<file path="config.mk">
export PLATFORM = sky130hd
export DESIGN_NAME = ctl_wr_slave
export DESIGN_NICKNAME = d
export VERILOG_FILES = /design/src/rtl/ctlwr_pkg.sv /design/src/rtl/ctlwr_line_sync.sv /design/src/rtl/ctlwr_byte_fsm.sv /design/src/rtl/ctlwr_reg_bank.sv /design/src/rtl/ctl_wr_slave.sv
export SDC_FILE = /design/constraint.sdc
export NUM_CORES = 1
export LEC_CHECK = 0
export BUFFER_PORTS_ARGS = -buffer_cell sky130_fd_sc_hd__clkbuf_2
export CAP_MARGIN = 5
export CORE_MARGIN = 10
export CORE_UTILIZATION = 30
export DETAILED_ROUTE_END_ITERATION = 12
export PLACE_DENSITY_LB_ADDON = 0.05
export SKIP_CTS_REPAIR_TIMING = 1
export SLEW_MARGIN = 20
export SYNTH_ARGS = -nofsm -noshare
export SYNTH_HDL_FRONTEND = slang
export SYNTH_HIERARCHICAL = 1
export SYNTH_SLANG_ARGS = --single-unit
</file>
<file path="constraint.sdc">
create_clock -name clk -period 3.9 [get_ports clk]
set_clock_uncertainty 0.05 [all_clocks]
set_input_delay 0.78 -clock clk [delete_from_list [all_inputs] [get_ports clk]]
set_output_delay 0.78 -clock clk [all_outputs]
set_load 0.02 [all_outputs]
</file>
<file path="src/rtl/ctlwr_pkg.sv">
package ctlwr_pkg;
  localparam int NREG  = 10;
  localparam int DW    = 8;
  localparam int SLOTW = 4;

  typedef enum logic [1:0] {PH_IDLE, PH_RX, PH_ACK, PH_IGN} phase_t;

  typedef struct packed {
    logic             hit;
    logic [SLOTW-1:0] slot;
  } slot_t;

  // sub-address to register slot; slot order equals override bit order
  function automatic slot_t sub_decode(input logic [DW-1:0] sub);
    slot_t s;
    s.hit  = 1'b1;
    s.slot = '0;
    case (sub)
      8'h06: s.slot = 4'd0;
      8'h07: s.slot = 4'd1;
      8'h08: s.slot = 4'd2;
      8'h09: s.slot = 4'd3;
      8'h03: s.slot = 4'd4;
      8'h04: s.slot = 4'd5;
      8'h05: s.slot = 4'd6;
      8'h0B: s.slot = 4'd7;
      8'h0C: s.slot = 4'd8;
      8'h0D: s.slot = 4'd9;
      default: s.hit = 1'b0;
    endcase
    return s;
  endfunction
endpackage

</file>
<file path="src/rtl/ctlwr_line_sync.sv">
module ctlwr_line_sync #(
  parameter int STAGES = 2
) (
  input  logic clk,
  input  logic rst_n,
  input  logic scl_i,
  input  logic sda_i,
  output logic scl_rise,
  output logic scl_fall,
  output logic sda_lvl,
  output logic start_p,
  output logic stop_p
);
  // STAGES synchroniser flops plus one history flop per line
  logic [STAGES:0] scl_q, sda_q;
  logic scl_s, scl_d, sda_s, sda_d;

  always_ff @(posedge clk) begin
    if (!rst_n) begin
      scl_q <= '1;
      sda_q <= '1;
    end else begin
      scl_q <= {scl_q[STAGES-1:0], scl_i};
      sda_q <= {sda_q[STAGES-1:0], sda_i};
    end
  end

  assign scl_s    = scl_q[STAGES-1];
  assign scl_d    = scl_q[STAGES];
  assign sda_s    = sda_q[STAGES-1];
  assign sda_d    = sda_q[STAGES];
  assign sda_lvl  = sda_s;
  assign scl_rise = scl_s & ~scl_d;
  assign scl_fall = ~scl_s & scl_d;
  assign start_p  = scl_s & scl_d & sda_d & ~sda_s;
  assign stop_p   = scl_s & scl_d & ~sda_d & sda_s;
endmodule

</file>
<file path="src/rtl/ctlwr_byte_fsm.sv">
module ctlwr_byte_fsm
  import ctlwr_pkg::*;
#(
  parameter int AW = 7
) (
  input  logic          clk,
  input  logic          rst_n,
  input  logic          en_n,
  input  logic [AW-1:0] dev_addr,
  input  logic          scl_rise,
  input  logic          scl_fall,
  input  logic          sda_lvl,
  input  logic          start_p,
  input  logic          stop_p,
  output logic          sda_oe,
  output logic          wr_stb,
  output logic [DW-1:0] wr_sub,
  output logic [DW-1:0] wr_data
);
  localparam int CW = $clog2(DW + 1);
  localparam logic [CW-1:0] FULL = CW'(DW);

  phase_t        phase;
  logic [1:0]    idx;
  logic [CW-1:0] bitcnt;
  logic [DW-1:0] sh;

  always_ff @(posedge clk) begin
    if (!rst_n) begin
      phase   <= PH_IDLE;
      idx     <= '0;
      bitcnt  <= '0;
      sh      <= '0;
      sda_oe  <= 1'b0;
      wr_stb  <= 1'b0;
      wr_sub  <= '0;
      wr_data <= '0;
    end else begin
      wr_stb <= 1'b0;
      if (en_n) begin
        phase  <= PH_IDLE;
        sda_oe <= 1'b0;
      end else if (start_p) begin
        phase  <= PH_RX;
        idx    <= '0;
        bitcnt <= '0;
        sda_oe <= 1'b0;
      end else if (stop_p) begin
        phase  <= PH_IDLE;
        sda_oe <= 1'b0;
      end else begin
        case (phase)
          PH_RX: begin
            if (scl_rise) begin
              sh     <= {sh[DW-2:0], sda_lvl};
              bitcnt <= bitcnt + 1'b1;
            end else if (scl_fall && bitcnt == FULL) begin
              bitcnt <= '0;
              case (idx)
                2'd0: begin
                  if (sh[DW-1:1] == dev_addr && !sh[0]) begin
                    phase  <= PH_ACK;
                    sda_oe <= 1'b1;
                  end else begin
                    phase <= PH_IGN;
                  end
                end
                2'd1: begin
                  wr_sub <= sh;
                  phase  <= PH_ACK;
                  sda_oe <= 1'b1;
                end
                default: begin
                  wr_data <= sh;
                  wr_stb  <= 1'b1;
                  phase   <= PH_ACK;
                  sda_oe  <= 1'b1;
                end
              endcase
            end
          end
          PH_ACK: begin
            if (scl_fall) begin
              sda_oe <= 1'b0;
              if (idx == 2'd2) begin
                phase <= PH_IGN;
              end else begin
                idx   <= idx + 1'b1;
                phase <= PH_RX;
              end
            end
          end
          default: ;
        endcase
      end
    end
  end
endmodule

</file>
<file path="src/rtl/ctlwr_reg_bank.sv">
module ctlwr_reg_bank
  import ctlwr_pkg::*;
(
  input  logic          clk,
  input  logic          rst_n,
  input  logic          wr_stb,
  input  logic [DW-1:0] wr_sub,
  input  logic [DW-1:0] wr_data,
  output logic [DW-1:0] regs [NREG],
  output logic [NREG-1:0] ovr
);
  slot_t dec;
  assign dec = sub_decode(wr_sub);

  for (genvar g = 0; g < NREG; g++) begin : g_reg
    always_ff @(posedge clk) begin
      if (!rst_n) begin
        regs[g] <= '0;
        ovr[g]  <= 1'b0;
      end else if (wr_stb && dec.hit && dec.slot == SLOTW'(g)) begin
        regs[g] <= wr_data;
        ovr[g]  <= 1'b1;
      end
    end
  end
endmodule

</file>
<file path="src/rtl/ctl_wr_slave.sv">
module ctl_wr_slave
  import ctlwr_pkg::*;
#(
  parameter logic [5:0]  DEV_BASE = 6'b100010,
  parameter logic [23:0] FSC_NTSC = 24'h21F07B,
  parameter logic [23:0] FSC_PAL  = 24'h2A098A,
  parameter int          SYNC_STAGES = 2
) (
  input  logic        clk,
  input  logic        rst_n,
  input  logic        en_n,
  input  logic        addr_sel,
  input  logic        pal_mode,
  input  logic        scl_i,
  input  logic        sda_i,
  output logic        sda_oe_o,
  output logic [7:0]  hpos_o,
  output logic [7:0]  vpos_o,
  output logic [7:0]  enc_ctl_o,
  output logic [7:0]  in_ctl_o,
  output logic [23:0] fsc_o,
  output logic [7:0]  pll_hi_o,
  output logic [7:0]  pll_lo_o,
  output logic [7:0]  setup_o,
  output logic [9:0]  ovr_o
);
  localparam int FSC_SLOT0 = 4;
  localparam int FSC_BYTES = 3;

  logic scl_rise, scl_fall, sda_lvl, start_p, stop_p;
  logic wr_stb;
  logic [DW-1:0] wr_sub, wr_data;
  logic [DW-1:0] regs [NREG];
  logic [NREG-1:0] ovr;
  logic [23:0] fsc_dflt;

  ctlwr_line_sync #(.STAGES(SYNC_STAGES)) i_sync (
    .clk(clk), .rst_n(rst_n), .scl_i(scl_i), .sda_i(sda_i),
    .scl_rise(scl_rise), .scl_fall(scl_fall), .sda_lvl(sda_lvl),
    .start_p(start_p), .stop_p(stop_p)
  );

  ctlwr_byte_fsm #(.AW(7)) i_fsm (
    .clk(clk), .rst_n(rst_n), .en_n(en_n), .dev_addr({DEV_BASE, addr_sel}),
    .scl_rise(scl_rise), .scl_fall(scl_fall), .sda_lvl(sda_lvl),
    .start_p(start_p), .stop_p(stop_p), .sda_oe(sda_oe_o),
    .wr_stb(wr_stb), .wr_sub(wr_sub), .wr_data(wr_data)
  );

  ctlwr_reg_bank i_bank (
    .clk(clk), .rst_n(rst_n), .wr_stb(wr_stb), .wr_sub(wr_sub),
    .wr_data(wr_data), .regs(regs), .ovr(ovr)
  );

  assign fsc_dflt = pal_mode ? FSC_PAL : FSC_NTSC;

  for (genvar b = 0; b < FSC_BYTES; b++) begin : g_fsc
    assign fsc_o[23-8*b -: 8] = ovr[FSC_SLOT0+b] ? regs[FSC_SLOT0+b]
                                                 : fsc_dflt[23-8*b -: 8];
  end

  assign hpos_o    = regs[0];
  assign vpos_o    = regs[1];
  assign enc_ctl_o = regs[2];
  assign in_ctl_o  = regs[3];
  assign pll_hi_o  = regs[7];
  assign pll_lo_o  = regs[8];
  assign setup_o   = regs[9];
  assign ovr_o     = ovr;
endmodule

</file>
==> metrics.txt <==
run status=completed; Finished Layout Cells=900; Placed Cells=868; I/O pin total=98; final wirelength=14500 um; H-tree level count=4; Yosys top cell area share=0.489; Horiz. Die Dim=153 um; Slew @ Worst Pin=0.786 ns; CP required=3.07 ns; diode count=0; growth of design area from synthesis to finish=24.3%; Residual DRC=0; worst-path fanout max=11; Setup violations, final=0; FF/Latch Area=2600 sq um; Worst Setup End Kind=output pin; Slew Limit Fails=0; P_int=2.46 mW; GPL Wtd Cong=0.736; clock latency at the later pin of the worst-skew pair=0.42 ns; ANT nets after route=0; PortBufs=97; post-synthesis cell count=568; Seq pwr share=0.427; met2 usage=0.196; Total Die Area=23500 sq um; area used by multi-input combinational logic=2520 sq um; total power=3.12 mW; vias in the first global route=4014; met3 usage=0.0373; VDD IR max=0.318 mV; Arr. time, crit path=1.45 ns; die height=153 um; asr flop ratio synth=0; Final Net Count=676; core box area=17400 sq um; post-synthesis cell area=5320 sq um; f_max=438 MHz; First-pass DRT Iterations=4; Iteration-0 DRC Markers=217; switching part of the total=0.213; ys flop type=dfxtp_1; share of layout cells above drive strength 1=0.213; initial antenna violation count=0; Slew headroom=0.474; top cells by area, synth=dfxtp_1 49%, mux2i_1 15%, nand2_1 11%; largest net degree at the start of global routing=45; number of synthesized flops with an enable pin=0; Tightest Hold Check Type=flop to flop; Avg Inst Size Synth=9.37 sq um; crit share post-route=0.585; Final min period=2.28 ns; max cap viols=0; Leakage=3.06 nW; Seq/Total Area, Yosys=0.489; all-layer global routing usage=0.124; flops & latches, synth=130; FP Rows=48; vias=4104; Final Instance Area=6610 sq um; CTS sink cnt=130; synth unique cells=54; final hold violations=0; P per Cell Area=472 nW/um^2; GR Overflow Total=0; setup TNS=0 ns; post-DP HPWL=10100 um; Post-synth top cells=150 x nand2_1, 130 x dfxtp_1, 82 x mux2i_1; cell taking the most area after synthesis=dfxtp_1; Max clock buf depth=2; startpoint types=flop; gr busiest metal=met2; DR vias/cell=4.56; flop2flop setup slack=1.71 ns; Initial Util=0.307; TritonCTS Buffers=17; first-pass GRT wire length=23200 um; count leader, synth=nand2_1; Filler Cell Count=1744; met1 Use GR=0.158; clock transition at the registers of the reported paths=0.06 ns; placed inst area=5980 sq um; RSZ-0062 raised after global routing=no; CTS tree=yes; YS warnings=6; Root Driver=clkbuf_16; Routed wire per std cell=16.1 um; Comb power frac=0.025; Clock power frac=0.548; Switching Power=664 uW; Crit Path Category=flop to output pin
## sequential cells by signal, indices dropped and copies added, names as in the netlist
register / cells
i_fsm/wr_stb: 1
i_fsm/idx: 2
i_fsm/sh: 8
i_bank/ovr: 10
i_fsm/wr_sub: 8
i_fsm/wr_data: 8
i_fsm/phase: 2
i_bank/regs: 80
i_sync/scl_q: 3
i_fsm/bitcnt: 4
i_sync/sda_q: 3
i_fsm/sda_oe: 1
## metal layers
| metal | vias up | wire length [um] |
|---|---|---|
| li1 | 2076 | - |
| met5 | - | 0 |
| met1 | 1936 | 6990 |
| met3 | 18 | 642 |
| met4 | 0 | 188 |
| met2 | 74 | 6670 |
## worst max-delay path: stages (launching register included)
cell	delay (ns)
dfxtp_1	0.55
mux2_4	0.33
clkbuf_2	0.15
## kinds of logic after synthesis
group,count (synthesis),share of synthesized area
AOI/OAI and AO/OA,62,0.0778
xor gates and xnor gates,7,0.0115
adders and majority gates,7,0.0165
buffers and inverters,47,0.0418
DFF,130,0.489
muxes,83,0.157
other,2,0.00141
and+or+nand+nor,230,0.205
## final cells by class
type | instances | share of cell area
Clock buffer | 19 | 0.0685
Clock inverter | 13 | 0.0274
Inverter | 18 | 0.0102
Multi-Input combinational cell | 395 | 0.381
Sequential cell | 130 | 0.393
Tap cell | 225 | 0.0426
Timing Repair Buffer | 100 | 0.0772
## through the flow
step | hold WS [ns] | setup WS, ns | utilization
floorplan | 0.336 | 1.96 | -
global placement | 0.340 | 1.59 | 0.345
detailed placement | 0.341 | 1.58 | 0.345
CTS | 0.355 | 1.58 | 0.381
global route | 0.373 | 1.46 | 0.381
finish | 0.356 | 1.62 | 0.381
## power groups by stage
stage | sequential (mW) | clock [mW] | combinational (mW)
floorplan | 1.36 | 0 | 0.0564
global placement | 1.36 | 0 | 0.0789
detailed placement | 1.36 | 0 | 0.0801
CTS | 1.33 | 1.76 | 0.0803
global route | 1.33 | 1.80 | 0.0878
finish | 1.33 | 1.71 | 0.0792
## placed cells by master, fill, tap and decap left out, types with 2 or more instances in the layout
cell / Yosys / routed
and4b_1: 2 / 2
nand4_1: 3 / 3
a21oi_1: 22 / 22
a21boi_0: 10 / 10
nor4bb_1: 2 / 2
or3_1: 2 / 2
a21o_1: 8 / 8
nand3_1: 9 / 9
xnor2_1: 4 / 4
ha_1: 7 / 7
and2_1: 8 / 8
conb_1: 2 / 6
clkbuf_16: 0 / 17
o21ai_0: 4 / 4
buf_4: 2 / 4
clkbuf_8: 0 / 2
nand2_1: 150 / 150
inv_6: 0 / 2
and3_1: 3 / 3
clkinvlp_4: 0 / 2
clkbuf_2: 0 / 96
nor3_1: 3 / 3
mux2i_1: 82 / 82
nand2b_1: 17 / 17
xor2_1: 3 / 3
clkinv_2: 0 / 4
nor2_2: 2 / 2
dfxtp_1: 130 / 130
inv_1: 17 / 17
nand3b_1: 3 / 3
nor2_1: 10 / 10
a31oi_1: 2 / 2
bufinv_16: 0 / 4
a21boi_1: 7 / 7
nor2b_1: 4 / 4
## path summary, 6_finish.rpt
| path | end | cells after the start | from |
|---|---|---|---|
| max reg2reg | i_bank/regs[74] | 3 | i_fsm/wr_sub[2] |
| min | i_sync/scl_q[1] | 1 | i_sync/scl_q[0] |
| max | fsc_o[7] | 2 | i_bank/ovr[6] |
| min reg2reg | i_sync/scl_q[1] | 1 | i_sync/scl_q[0] |
(Power assumes the default switching activity.)
